==> config.mk <==
export PLATFORM = sky130hd
export DESIGN_NAME = serial_tx_core
export DESIGN_NICKNAME = d
export VERILOG_FILES = /design/src/rtl/stx_pkg.sv /design/src/rtl/stx_baud.sv /design/src/rtl/stx_fifo.sv /design/src/rtl/stx_framer.sv /design/src/rtl/serial_tx_core.sv
export SDC_FILE = /design/constraint.sdc
export NUM_CORES = 1
export LEC_CHECK = 0
export ABC_AREA = 1
export ABC_CLOCK_PERIOD_IN_PS = 2900
export BUFFER_PORTS_ARGS = -buffer_cell sky130_fd_sc_hd__buf_2
export CAP_MARGIN = 30
export CORE_MARGIN = 3
export CORE_UTILIZATION = 35
export CTS_BUF_LIST = sky130_fd_sc_hd__clkbuf_16
export DETAILED_ROUTE_END_ITERATION = 12
export PLACE_DENSITY_LB_ADDON = 0.15
export SETUP_SLACK_MARGIN = 0.2
export SLEW_MARGIN = 25
export SYNTH_ARGS = -nofsm -noshare
export SYNTH_HDL_FRONTEND = slang
export SYNTH_HIERARCHICAL = 1
export SYNTH_SLANG_ARGS = --single-unit
==> constraint.sdc <==
create_clock -name clk -period 2.9 [get_ports clk]
set_input_delay 0.435 -clock clk [delete_from_list [all_inputs] [get_ports clk]]
set_output_delay 0.435 -clock clk [all_outputs]
set_load 0.02 [all_outputs]
==> src/rtl/stx_pkg.sv <==
package stx_pkg;

    localparam int OVS      = 16;
    localparam int BRK_BITS = 13;
    localparam int DATA_W   = 9;
    localparam int FRAME_W  = BRK_BITS + 1;
    localparam int LEN_W    = $clog2(FRAME_W + 1);
    localparam int SUB_W    = $clog2(OVS);

    typedef enum logic [1:0] {
        PAR_OFF  = 2'b00,
        PAR_EVEN = 2'b01,
        PAR_ODD  = 2'b10,
        PAR_OFF2 = 2'b11
    } parity_e;

    typedef struct packed {
        logic [FRAME_W-1:0] bits;
        logic [LEN_W-1:0]   len;
    } frame_t;

    function automatic frame_t make_frame(logic [DATA_W-1:0] d, logic nine,
                                          logic [1:0] par, logic two);
        frame_t f;
        int     p;
        f.bits    = '1;
        f.bits[0] = 1'b0;
        p = 1;
        for (int i = 0; i < DATA_W; i++) begin
            if (i < 8 || nine) begin
                f.bits[p] = d[i];
                p++;
            end
        end
        if (!nine && (par == PAR_EVEN || par == PAR_ODD)) begin
            f.bits[p] = (^d[7:0]) ^ (par == PAR_ODD);
            p++;
        end
        p = p + (two ? 2 : 1);
        f.len = LEN_W'(p);
        return f;
    endfunction

    function automatic frame_t make_break();
        frame_t f;
        f.bits = {1'b1, {BRK_BITS{1'b0}}};
        f.len  = LEN_W'(FRAME_W);
        return f;
    endfunction

endpackage

==> src/rtl/stx_baud.sv <==
module stx_baud #(
    parameter int DIV_W = 16
) (
    input  logic             clk,
    input  logic             rst,
    input  logic [DIV_W-1:0] divisor,
    output logic             tick
);
    logic [DIV_W-1:0] cnt;

    assign tick = (cnt >= divisor);

    always_ff @(posedge clk) begin
        if (rst)       cnt <= '0;
        else if (tick) cnt <= '0;
        else           cnt <= cnt + 1'b1;
    end
endmodule

==> src/rtl/stx_fifo.sv <==
module stx_fifo
    import stx_pkg::*;
#(
    parameter int DEPTH = 4,
    parameter int WIDTH = DATA_W
) (
    input  logic                       clk,
    input  logic                       rst,
    input  logic                       wr_en,
    input  logic [WIDTH-1:0]           wr_data,
    input  logic                       pop,
    input  logic                       clr_ovf,
    output logic [WIDTH-1:0]           head,
    output logic [$clog2(DEPTH+1)-1:0] count,
    output logic                       full,
    output logic                       empty,
    output logic                       overflow
);
    localparam int PTR_W = (DEPTH > 1) ? $clog2(DEPTH) : 1;
    localparam int CNT_W = $clog2(DEPTH + 1);

    logic [WIDTH-1:0] slot [DEPTH];
    logic [PTR_W-1:0] wptr, rptr;
    logic             push;

    assign full  = (count == CNT_W'(DEPTH));
    assign empty = (count == '0);
    assign push  = wr_en && !full;
    assign head  = slot[rptr];

    function automatic logic [PTR_W-1:0] bump(logic [PTR_W-1:0] p);
        return (p == PTR_W'(DEPTH - 1)) ? '0 : p + 1'b1;
    endfunction

    for (genvar g = 0; g < DEPTH; g++) begin : g_slot
        always_ff @(posedge clk) begin
            if (rst)                             slot[g] <= '0;
            else if (push && wptr == PTR_W'(g))  slot[g] <= wr_data;
        end
    end

    always_ff @(posedge clk) begin
        if (rst) begin
            wptr     <= '0;
            rptr     <= '0;
            count    <= '0;
            overflow <= 1'b0;
        end else begin
            if (push) wptr <= bump(wptr);
            if (pop)  rptr <= bump(rptr);
            count <= count + CNT_W'(push) - CNT_W'(pop);
            if (wr_en && full) overflow <= 1'b1;
            else if (clr_ovf)  overflow <= 1'b0;
        end
    end
endmodule

==> src/rtl/stx_framer.sv <==
module stx_framer
    import stx_pkg::*;
(
    input  logic              clk,
    input  logic              rst,
    input  logic              tick,
    input  logic              q_valid,
    input  logic [DATA_W-1:0] q_data,
    input  logic              cfg_nine,
    input  logic [1:0]        cfg_parity,
    input  logic              cfg_two_stop,
    input  logic              cfg_flow_en,
    input  logic              cts,
    input  logic              break_req,
    output logic              pop,
    output logic              tx,
    output logic              busy,
    output logic              brk_pend
);
    logic [FRAME_W-1:0] sh;
    logic [LEN_W-1:0]   left;
    logic [SUB_W-1:0]   sub;
    logic               launch_brk;
    frame_t             nxt;

    assign launch_brk = !busy && brk_pend;
    assign pop        = !busy && !brk_pend && q_valid && (!cfg_flow_en || cts);

    always_comb begin
        if (launch_brk) nxt = make_break();
        else            nxt = make_frame(q_data, cfg_nine, cfg_parity, cfg_two_stop);
    end

    always_ff @(posedge clk) begin
        if (rst) begin
            busy     <= 1'b0;
            tx       <= 1'b1;
            sh       <= '1;
            left     <= '0;
            sub      <= '0;
            brk_pend <= 1'b0;
        end else begin
            brk_pend <= launch_brk ? break_req : (brk_pend | break_req);
            if (launch_brk || pop) begin
                tx   <= nxt.bits[0];
                sh   <= nxt.bits >> 1;
                left <= nxt.len - LEN_W'(1);
                sub  <= '0;
                busy <= 1'b1;
            end else if (busy && tick) begin
                if (sub == SUB_W'(OVS - 1)) begin
                    if (left == '0) begin
                        busy <= 1'b0;
                    end else begin
                        tx   <= sh[0];
                        sh   <= sh >> 1;
                        left <= left - LEN_W'(1);
                        sub  <= '0;
                    end
                end else begin
                    sub <= sub + 1'b1;
                end
            end
        end
    end
endmodule

==> src/rtl/serial_tx_core.sv <==
module serial_tx_core
    import stx_pkg::*;
#(
    parameter int DEPTH = 4,
    parameter int DIV_W = 16
) (
    input  logic                       clk,
    input  logic                       rst,
    input  logic [DIV_W-1:0]           divisor,
    input  logic                       cfg_nine,
    input  logic [1:0]                 cfg_parity,
    input  logic                       cfg_two_stop,
    input  logic                       cfg_flow_en,
    input  logic                       cts,
    input  logic                       break_req,
    input  logic                       wr_en,
    input  logic [DATA_W-1:0]          wr_data,
    input  logic                       clr_ovf,
    output logic                       tx,
    output logic [$clog2(DEPTH+1)-1:0] fifo_count,
    output logic                       fifo_full,
    output logic                       fifo_empty,
    output logic                       overflow,
    output logic                       busy,
    output logic                       tx_empty_irq
);
    logic              tick;
    logic              pop;
    logic              brk_pend;
    logic [DATA_W-1:0] head;

    stx_baud #(.DIV_W(DIV_W)) u_baud (
        .clk(clk), .rst(rst), .divisor(divisor), .tick(tick)
    );

    stx_fifo #(.DEPTH(DEPTH), .WIDTH(DATA_W)) u_fifo (
        .clk(clk), .rst(rst), .wr_en(wr_en), .wr_data(wr_data), .pop(pop),
        .clr_ovf(clr_ovf), .head(head), .count(fifo_count), .full(fifo_full),
        .empty(fifo_empty), .overflow(overflow)
    );

    stx_framer u_framer (
        .clk(clk), .rst(rst), .tick(tick), .q_valid(!fifo_empty), .q_data(head),
        .cfg_nine(cfg_nine), .cfg_parity(cfg_parity), .cfg_two_stop(cfg_two_stop),
        .cfg_flow_en(cfg_flow_en), .cts(cts), .break_req(break_req),
        .pop(pop), .tx(tx), .busy(busy), .brk_pend(brk_pend)
    );

    assign tx_empty_irq = fifo_empty && !busy;
endmodule

After elaboration in Yosys (flattened, before gate mapping)

Memory sizes are Yosys's and may differ from the RTL's. A register that Yosys moved wholly into a read port is not among the register bits.
Index checks and enable logic that the tools add are counted.

Add/sub/neg operators: 18
$mul: 0
Div/mod/pow operators: 0
Order comparisons: 19
Equality and inequality tests: 10
Shift operators: 0
Multiplexer cells: 95
Bitwise gates (word level): 6
Reduce and logical (&&, ||, !) cells: 44

Operators with widths:

| cell                    | number |
|---|---|
| $mux W32                | 10 |
| $ge A32 B1 Y1 const B   | 9 |
| $lt A32 B6 Y1 const B   | 9 |
| $add A32 B2 Y32 const B | 8 |
| $mux W14                | 14 |
| $bwmux W14              | 9 |
| $demux W1 S4            | 9 |
| $mux W9                 | 4 |
| $mux W1                 | 35 |
| $mux W4                 | 8 |
| $logic_and A1 B1 Y1     | 22 |
| $mux W18                | 1 |
| $add A16 B1 Y16 const B | 1 |
| $ge A16 B16 Y1          | 1 |
| $mux W2                 | 5 |
| $eq A2 B2 Y1 const B    | 4 |
| $reduce_bool A2 Y1      | 4 |
| $reduce_xor A8 Y1       | 1 |
| $sub A4 B1 Y4 const B   | 2 |
| $logic_not A1 Y1        | 6 |
| $reduce_and A3 Y1       | 2 |
| $or A1 B1 Y1            | 5 |
| $add A2 B1 Y2 const B   | 2 |
| $add A4 B1 Y4 const B   | 1 |
| 16 further kinds        | 20 |

Flip-flop bits (word level): 49
Bits in latches: 0
Memory bits (writable): 36
ROM bits: 0
Bits of input ports: 36
Word-level logic and storage cells: 204
Memories: 1

Memory list:

| memory      | depth | width | rd ports | clocked after memory_dff | write ports | line           | RTL |
|---|---|---|---|---|---|---|---|
| u_fifo.slot | 4     | 9     | 1        | 1                        | 4           | stx_fifo.sv:22 | `logic [WIDTH-1:0] slot [DEPTH];` |

Logic depth before layout (Yosys ltp)

Depth in word-level cells: 29
Mapped depth: 20
Gate-level depth less buffers: 20

Hierarchy

The synthesis kept the hierarchy.

Modules (own cells, without submodules):

| module         | instances | cells an instance | area each (µm²) | seq. area each (µm²) |
|---|---|---|---|---|
| stx_fifo       | 1         | 200               | 2,119.5         | 1,281.2 |
| stx_framer     | 1         | 200               | 1,452.6         | 500.5 |
| stx_baud       | 1         | 162               | 1,181.1         | 320.3 |
| serial_tx_core | 1         | 2                 | 10.0            | 0.0 |

Worst setup path before layout

Ideal clock, no wire load.

Path kind: flip-flop to flip-flop
Start point: reg u_fifo.count[1]
End point: reg u_fifo.count[2]
Setup time: 113 ps
Arrival: 2,573 ps
Data required time: 2,787 ps
Slack: 214 ps
Cell stages (with the launch flop): 13
Path buffers: 1
Period minus slack after synthesis: 2,686 ps
Cells stage by stage: dfxtp_1 -> nor3_1 -> inv_2 -> nand3_4 -> inv_2 -> buf_6 -> ha_1 -> inv_1 -> ha_1 -> inv_1 -> fa_1 -> nor2_1 -> nor2_1

Cells in the longest elaborated chain, start to end: 5
Elaborated cells on any way between the ends: 9

RTL lines:

| element                          | line                 | RTL |
|---|---|---|
| from (decl)                      | stx_fifo.sv:14       | `output logic [$clog2(DEPTH+1)-1:0] count,` |
| from (signal assigned)           | stx_fifo.sv:51       | `count <= count + CNT_W'(push) - CNT_W'(pop);` |
| $logic_not A3 Y1                 | stx_fifo.sv:27       | `assign empty = (count == '0);` |
| named net fifo_empty             | serial_tx_core.sv:22 | `output logic fifo_empty,` |
| $logic_not A1 Y1                 | serial_tx_core.sv:43 | `.clk(clk), .rst(rst), .tick(tick), .q_valid(!fifo_empty), .q_data(head),` |
| $logic_and A1 B1 Y1 (2 in a row) | stx_framer.sv:27     | `assign pop = !busy && !brk_pend && q_valid && (!cfg_flow_en \|\| cts);` |
| named net pop                    | serial_tx_core.sv:28 | `logic pop;` |
| $sub A3 B1 Y3                    | stx_fifo.sv:51       |  |

The timed path passes the listed nets, and every way through them passes these cells.
A chain may end at the register's enable or synchronous reset.

Final worst setup path

Start point: reg u_baud.cnt[0]
End point: reg u_framer.left[1]

Cells in the longest elaborated chain, start to end: 4

RTL lines:

| element                             | line                 | RTL |
|---|---|---|
| from (decl)                         | stx_baud.sv:9        | `logic [DIV_W-1:0] cnt;` |
| from (signal assigned)              | stx_baud.sv:16       | `else cnt <= cnt + 1'b1;` |
| $ge A16 B16 Y1                      | stx_baud.sv:11       | `assign tick = (cnt >= divisor);` |
| named net tick                      | serial_tx_core.sv:27 | `logic tick;` |
| $logic_and A1 B1 Y1                 | stx_framer.sv:50     | `end else if (busy && tick) begin` |
| $reduce_bool A2 Y1 (no source line) | --                   |  |
| $reduce_and A3 Y1 (no source line)  | --                   |  |
| to (signal assigned)                | stx_framer.sv:47     | `left <= nxt.len - LEN_W'(1);` |
| to (signal assigned)                | stx_framer.sv:57     | `left <= left - LEN_W'(1);` |
| to (decl)                           | stx_framer.sv:21     | `logic [LEN_W-1:0] left;` |

The timed path passes the listed nets, and every way through them passes these cells.

==> report_table.html <==
<table>
<tr><th>Metric</th><th>Value</th></tr>
<tr><th colspan="2">Timing</th></tr>
<tr><td>Final setup TNS</td><td>0 ns</td></tr>
<tr><td>Unrepaired setup endpoints after global routing</td><td>no</td></tr>
<tr><td>Highest Clock Rate</td><td>426 MHz</td></tr>
<tr><td>Relative max-transition margin</td><td>0.659</td></tr>
<tr><td>Final clock skew</td><td>about 0.0055 ns</td></tr>
<tr><td>Total count of max-transition violations in the final report</td><td>0</td></tr>
<tr><td>Min cycle time layout</td><td>around 2.3 ns</td></tr>
<tr><td>Transition time of the tightest slew-check pin</td><td>roughly 0.51 ns</td></tr>
<tr><td>Final setup viols</td><td>0</td></tr>
<tr><td>Worst hold margin</td><td>between 0.3 and 0.4 ns</td></tr>
<tr><td>Number of hold-slack violations in the final timing report</td><td>0</td></tr>
<tr><td>Final critical-path share of the clock period</td><td>0.809</td></tr>
<tr><td>Setup ws final</td><td>0.555 ns</td></tr>
<tr><th colspan="2">Power and ir drop</th></tr>
<tr><td>Sw Share</td><td>0.382</td></tr>
<tr><td>Gate power share</td><td>0.373</td></tr>
<tr><td>Leak Pwr</td><td>roughly 2.5 nW</td></tr>
<tr><td>Psw</td><td>~1.6 mW</td></tr>
<tr><td>Pint</td><td>~2.6 mW</td></tr>
<tr><td>Portion of total power attributed to sequential cells</td><td>0.390</td></tr>
<tr><td>Clock share of power</td><td>0.237</td></tr>
<tr><td>Areal power density over the cells</td><td>slightly below 800 nW/µm²</td></tr>
<tr><td>Highest ir drop seen on vdd</td><td>~0.36 mV</td></tr>
<tr><th colspan="2">Critical path</th></tr>
<tr><td>Sort of element at the start of the critical path</td><td>register</td></tr>
<tr><td>Cell family with the largest share of critical-path delay</td><td>simple AND/OR/NAND/NOR gates</td></tr>
<tr><td>Max Fanout on Critical Path</td><td>14</td></tr>
<tr><td>Peak per-stage delay on the critical path</td><td>roughly 0.43 ns</td></tr>
<tr><td>Worst endpoint data arrival time</td><td>roughly 2.6 ns</td></tr>
<tr><td>Depth of the critical timing path with buffers and inverters included</td><td>18</td></tr>
<tr><td>Cell with the most instances on the worst path</td><td>nand2_1</td></tr>
<tr><td>Path depth of the worst reg2reg path</td><td>18</td></tr>
<tr><td>Highest-delay cell along the critical path</td><td>dfxtp_1</td></tr>
<tr><td>FF-to-FF setup slack</td><td>about 0.55 ns</td></tr>
<tr><td>Cell breakdown of the critical path</td><td>inv_1 -&gt; ha_1 -&gt; nand2_1 -&gt; nor2_1 -&gt; nor2_1 -&gt; nand2_1 -&gt; nand2_1 -&gt; nand2_1 -&gt; nand2_2 -&gt; nand2_1 -&gt; nand2_1 -&gt; inv_1 -&gt; nand2_2 -&gt; nor2_8 -&gt; nor2_8 -&gt; inv_2 -&gt; o21ai_0 -&gt; a21oi_1</td></tr>
<tr><td>Total buffers and inverters traversed by the critical path</td><td>3</td></tr>
<tr><td>Required time worst endpoint</td><td>roughly 3.1 ns</td></tr>
<tr><td>Endpoint kind of the worst setup timing path</td><td>register</td></tr>
<tr><td>Critical Setup Path Class</td><td>register to register</td></tr>
<tr><th colspan="2">Logic synthesis</th></tr>
<tr><td>FFs w/ async S/R, synth</td><td>0</td></tr>
<tr><td>Dominant register cell in the synthesized netlist</td><td>dfxtp_1</td></tr>
<tr><td>Yosys warns</td><td>6</td></tr>
<tr><td>Synthesized cell area</td><td>approximately 4800 µm²</td></tr>
<tr><td>Proportion of synthesized chip area in sequential cells</td><td>0.441</td></tr>
<tr><td>Number of flops mapped to enable cells by yosys</td><td>36</td></tr>
<tr><td>Distinct cell type count after synthesis</td><td>44</td></tr>
<tr><td>Mean instance size in the synthesized netlist</td><td>roughly 8.4 µm²</td></tr>
<tr><td>Mapped Nets</td><td>630</td></tr>
<tr><td>Post-synthesis sequential element count</td><td>87</td></tr>
<tr><td>Number of standard cells after synthesis</td><td>roughly 560</td></tr>
<tr><th colspan="2">Detailed routing</th></tr>
<tr><td>Routed Wire Length</td><td>10.1 mm</td></tr>
<tr><td>ANT nets after route</td><td>0</td></tr>
<tr><td>DRC violation count after routing</td><td>0</td></tr>
<tr><td>Average via count per standard cell</td><td>between 4 and 5</td></tr>
<tr><td>Wirelength per Cell</td><td>between 10 and 15 µm</td></tr>
<tr><td>TritonRoute pass-1 iters</td><td>5</td></tr>
<tr><td>Iteration-0 DRC count of the detailed router</td><td>155</td></tr>
<tr><td>Via Count</td><td>3,657</td></tr>
<tr><th colspan="2">Floorplanning</th></tr>
<tr><td>Effective utilization at floorplan</td><td>0.367</td></tr>
<tr><td>Die height</td><td>123 µm</td></tr>
<tr><td>Die area</td><td>between 15,000 and 20,000 µm²</td></tr>
<tr><td>Placement row count</td><td>41</td></tr>
<tr><td>Number of top-level design ports</td><td>45</td></tr>
<tr><td>Die Width</td><td>123 µm</td></tr>
<tr><td>Core ar.</td><td>13,000 µm²</td></tr>
<tr><th colspan="2">Clock network</th></tr>
<tr><td>Number of buffers created by CTS</td><td>9</td></tr>
<tr><td>Number of cells upsized or downsized after cts</td><td>0</td></tr>
<tr><td>Max Root-Sink Buffers</td><td>2</td></tr>
<tr><td>Post-CTS setup buffer count</td><td>0</td></tr>
<tr><td>Clk Latency, worst-skew pair</td><td>between 0.3 and 0.4 ns</td></tr>
<tr><td>Sink count of the clock tree</td><td>87</td></tr>
<tr><td>Root Buffer</td><td>clkbuf_16</td></tr>
<tr><td>CTS HTree Levels</td><td>3</td></tr>
<tr><td>Clock tree from TritonCTS</td><td>done</td></tr>
<tr><td>Clock-pin slew on the worst setup and hold paths</td><td>~0.060 ns</td></tr>
<tr><td>Number of hold-repair buffers added at the cts stage</td><td>0</td></tr>
<tr><th colspan="2">Cells and area</th></tr>
<tr><td>Proportion of layout cells with a drive suffix above 1</td><td>0.161</td></tr>
<tr><td>Area of the multi-input gates</td><td>between 2000 and 2500 µm²</td></tr>
<tr><td>Fillers</td><td>about 1,300</td></tr>
<tr><td>Final core area utilization</td><td>0.413</td></tr>
<tr><td>Area overhead of the layout relative to synthesis</td><td>12.6%</td></tr>
<tr><td>FF/Latch Area</td><td>2100 µm²</td></tr>
<tr><td>Finished Layout Cells</td><td>787</td></tr>
<tr><td>Final #Nets</td><td>about 680</td></tr>
<tr><td>Most common cell after layout, fill and taps aside</td><td>nor2_1</td></tr>
<tr><td>Antenna diodes</td><td>0</td></tr>
<tr><td>Highest-count cells in the layout ignoring fill and taps</td><td>nor2_1 (98), nand2_1 (93), inv_1 (83)</td></tr>
<tr><th colspan="2">Worst hold path</th></tr>
<tr><td>Number of instances on the worst hold path</td><td>3</td></tr>
<tr><td>Worst hold path type</td><td>primary input to register</td></tr>
<tr><th colspan="2">Global route</th></tr>
<tr><td>Antenna violations before repair</td><td>0</td></tr>
<tr><td>Largest net degree at the start of global routing</td><td>20</td></tr>
<tr><td>Total track usage</td><td>0.143</td></tr>
<tr><td>Vias in the first global route</td><td>3,495</td></tr>
<tr><td>Global route overflow</td><td>0</td></tr>
<tr><td>First-pass GRT wire length</td><td>~17 mm</td></tr>
<tr><th colspan="2">Run</th></tr>
<tr><td>Max-cap violation count</td><td>0</td></tr>
<tr><th colspan="2">Placed design</th></tr>
<tr><td>Routability cong.</td><td>between 0.7 and 0.8</td></tr>
<tr><td>Post-placement cell count</td><td>771</td></tr>
<tr><td>Worst slack, placed</td><td>0.422 ns</td></tr>
<tr><td>Post-detail-place hpwl</td><td>between 7 and 8 mm</td></tr>
<tr><td>Count of input and output buffers</td><td>44</td></tr>
<tr><th colspan="2">Status</th></tr>
<tr><td>Run status</td><td>completed</td></tr>
</table>
-- cell families (layout without fill, tap and decap cells) --
logic type,count (synthesis),after routing,share of synthesized area
compound gates,78,78,0.0993
xor+xnor,16,16,0.0294
fa+ha+maj,30,30,0.0820
buf+inv,100,151,0.0932
flops,87,87,0.441
simple gates,253,253,0.255
-- power by group through the flow --
stage	logic [mW]	clock network (mW)	registers (mW)
floorplan	1.26	0	1.67
global placement	1.57	0	1.68
detailed placement	1.60	0	1.68
CTS	1.60	1.05	1.66
global route	1.82	1.09	1.68
finish	1.58	1.00	1.65
-- cell usage after synthesis, types with 3 or more instances --
library cell / number / area share
xnor2_1: 7 / 0.013
dfxtp_1: 51 / 0.21
nor2_2: 15 / 0.020
o22ai_1: 12 / 0.016
o21ai_0: 22 / 0.023
inv_1: 79 / 0.062
nand2_2: 3 / 0.0039
o21ai_1: 6 / 0.0063
nand3_1: 24 / 0.025
nand2_1: 93 / 0.073
o211ai_1: 9 / 0.014
inv_2: 8 / 0.0063
xor2_1: 9 / 0.017
ha_1: 28 / 0.074
nor2_1: 98 / 0.077
nand4_4: 4 / 0.018
edfxtp_1: 36 / 0.23
a21oi_1: 20 / 0.021
nor3_1: 3 / 0.0032
buf_6: 5 / 0.012
-- area by class of cell --
class                      instances  share of cell area
tap                              172              0.0401
multi-input combinational        377               0.414
clock buffer                       9              0.0420
sequential                        87               0.392
clock inverter                     7             0.00513
timing repair buffer              46              0.0439
inverter                          89              0.0632
-- registers in the layout, summed over array words and instances (netlist names), named ones only --
register           count
u_framer/busy          1
u_framer/sub           4
u_fifo/slot           36
u_baud/cnt            16
u_framer/left          4
u_framer/brk_pend      1
u_framer/tx            1
u_fifo/rptr            2
u_framer/sh           14
u_fifo/overflow        1
u_fifo/wptr            2
u_fifo/count           3
-- stage by stage --
stage	cell area (µm²)	power, mW
global placement	5110	3.25
CTS	5360	4.31
floorplan	4760	2.93
detailed placement	5110	3.27
finish	5360	4.23
global route	5360	4.59
-- worst register-to-register path, stage by stage, from the launching register on --
cell,delay (ns)
dfxtp_1,0.43
inv_1,0.07
ha_1,0.27
nand2_1,0.06
nor2_1,0.04
nor2_1,0.08
nand2_1,0.05
nand2_1,0.05
nand2_1,0.09
nand2_2,0.10
nand2_1,0.06
nand2_1,0.08
inv_1,0.06
nand2_2,0.14
nor2_8,0.06
nor2_8,0.19
inv_2,0.16
o21ai_0,0.18
a21oi_1,0.05
-- metal layers --
layer,vias up,part of all wire,global-route usage
li1,1923,-,-
met4,0,0.0035,0.0420
met1,1696,0.48,0.184
met3,2,0.028,0.0359
met2,36,0.49,0.238
met5,-,0,0
-- final timing paths --
kind / from / endpoint
setup / recovery: u_baud/cnt[0] / u_framer/left[1]
hold / removal: break_req / u_framer/brk_pend
setup reg to reg: u_baud/cnt[0] / u_framer/left[1]
hold reg to reg: u_fifo/overflow / u_fifo/overflow
Note: power is estimated with default switching activity, not from simulation.
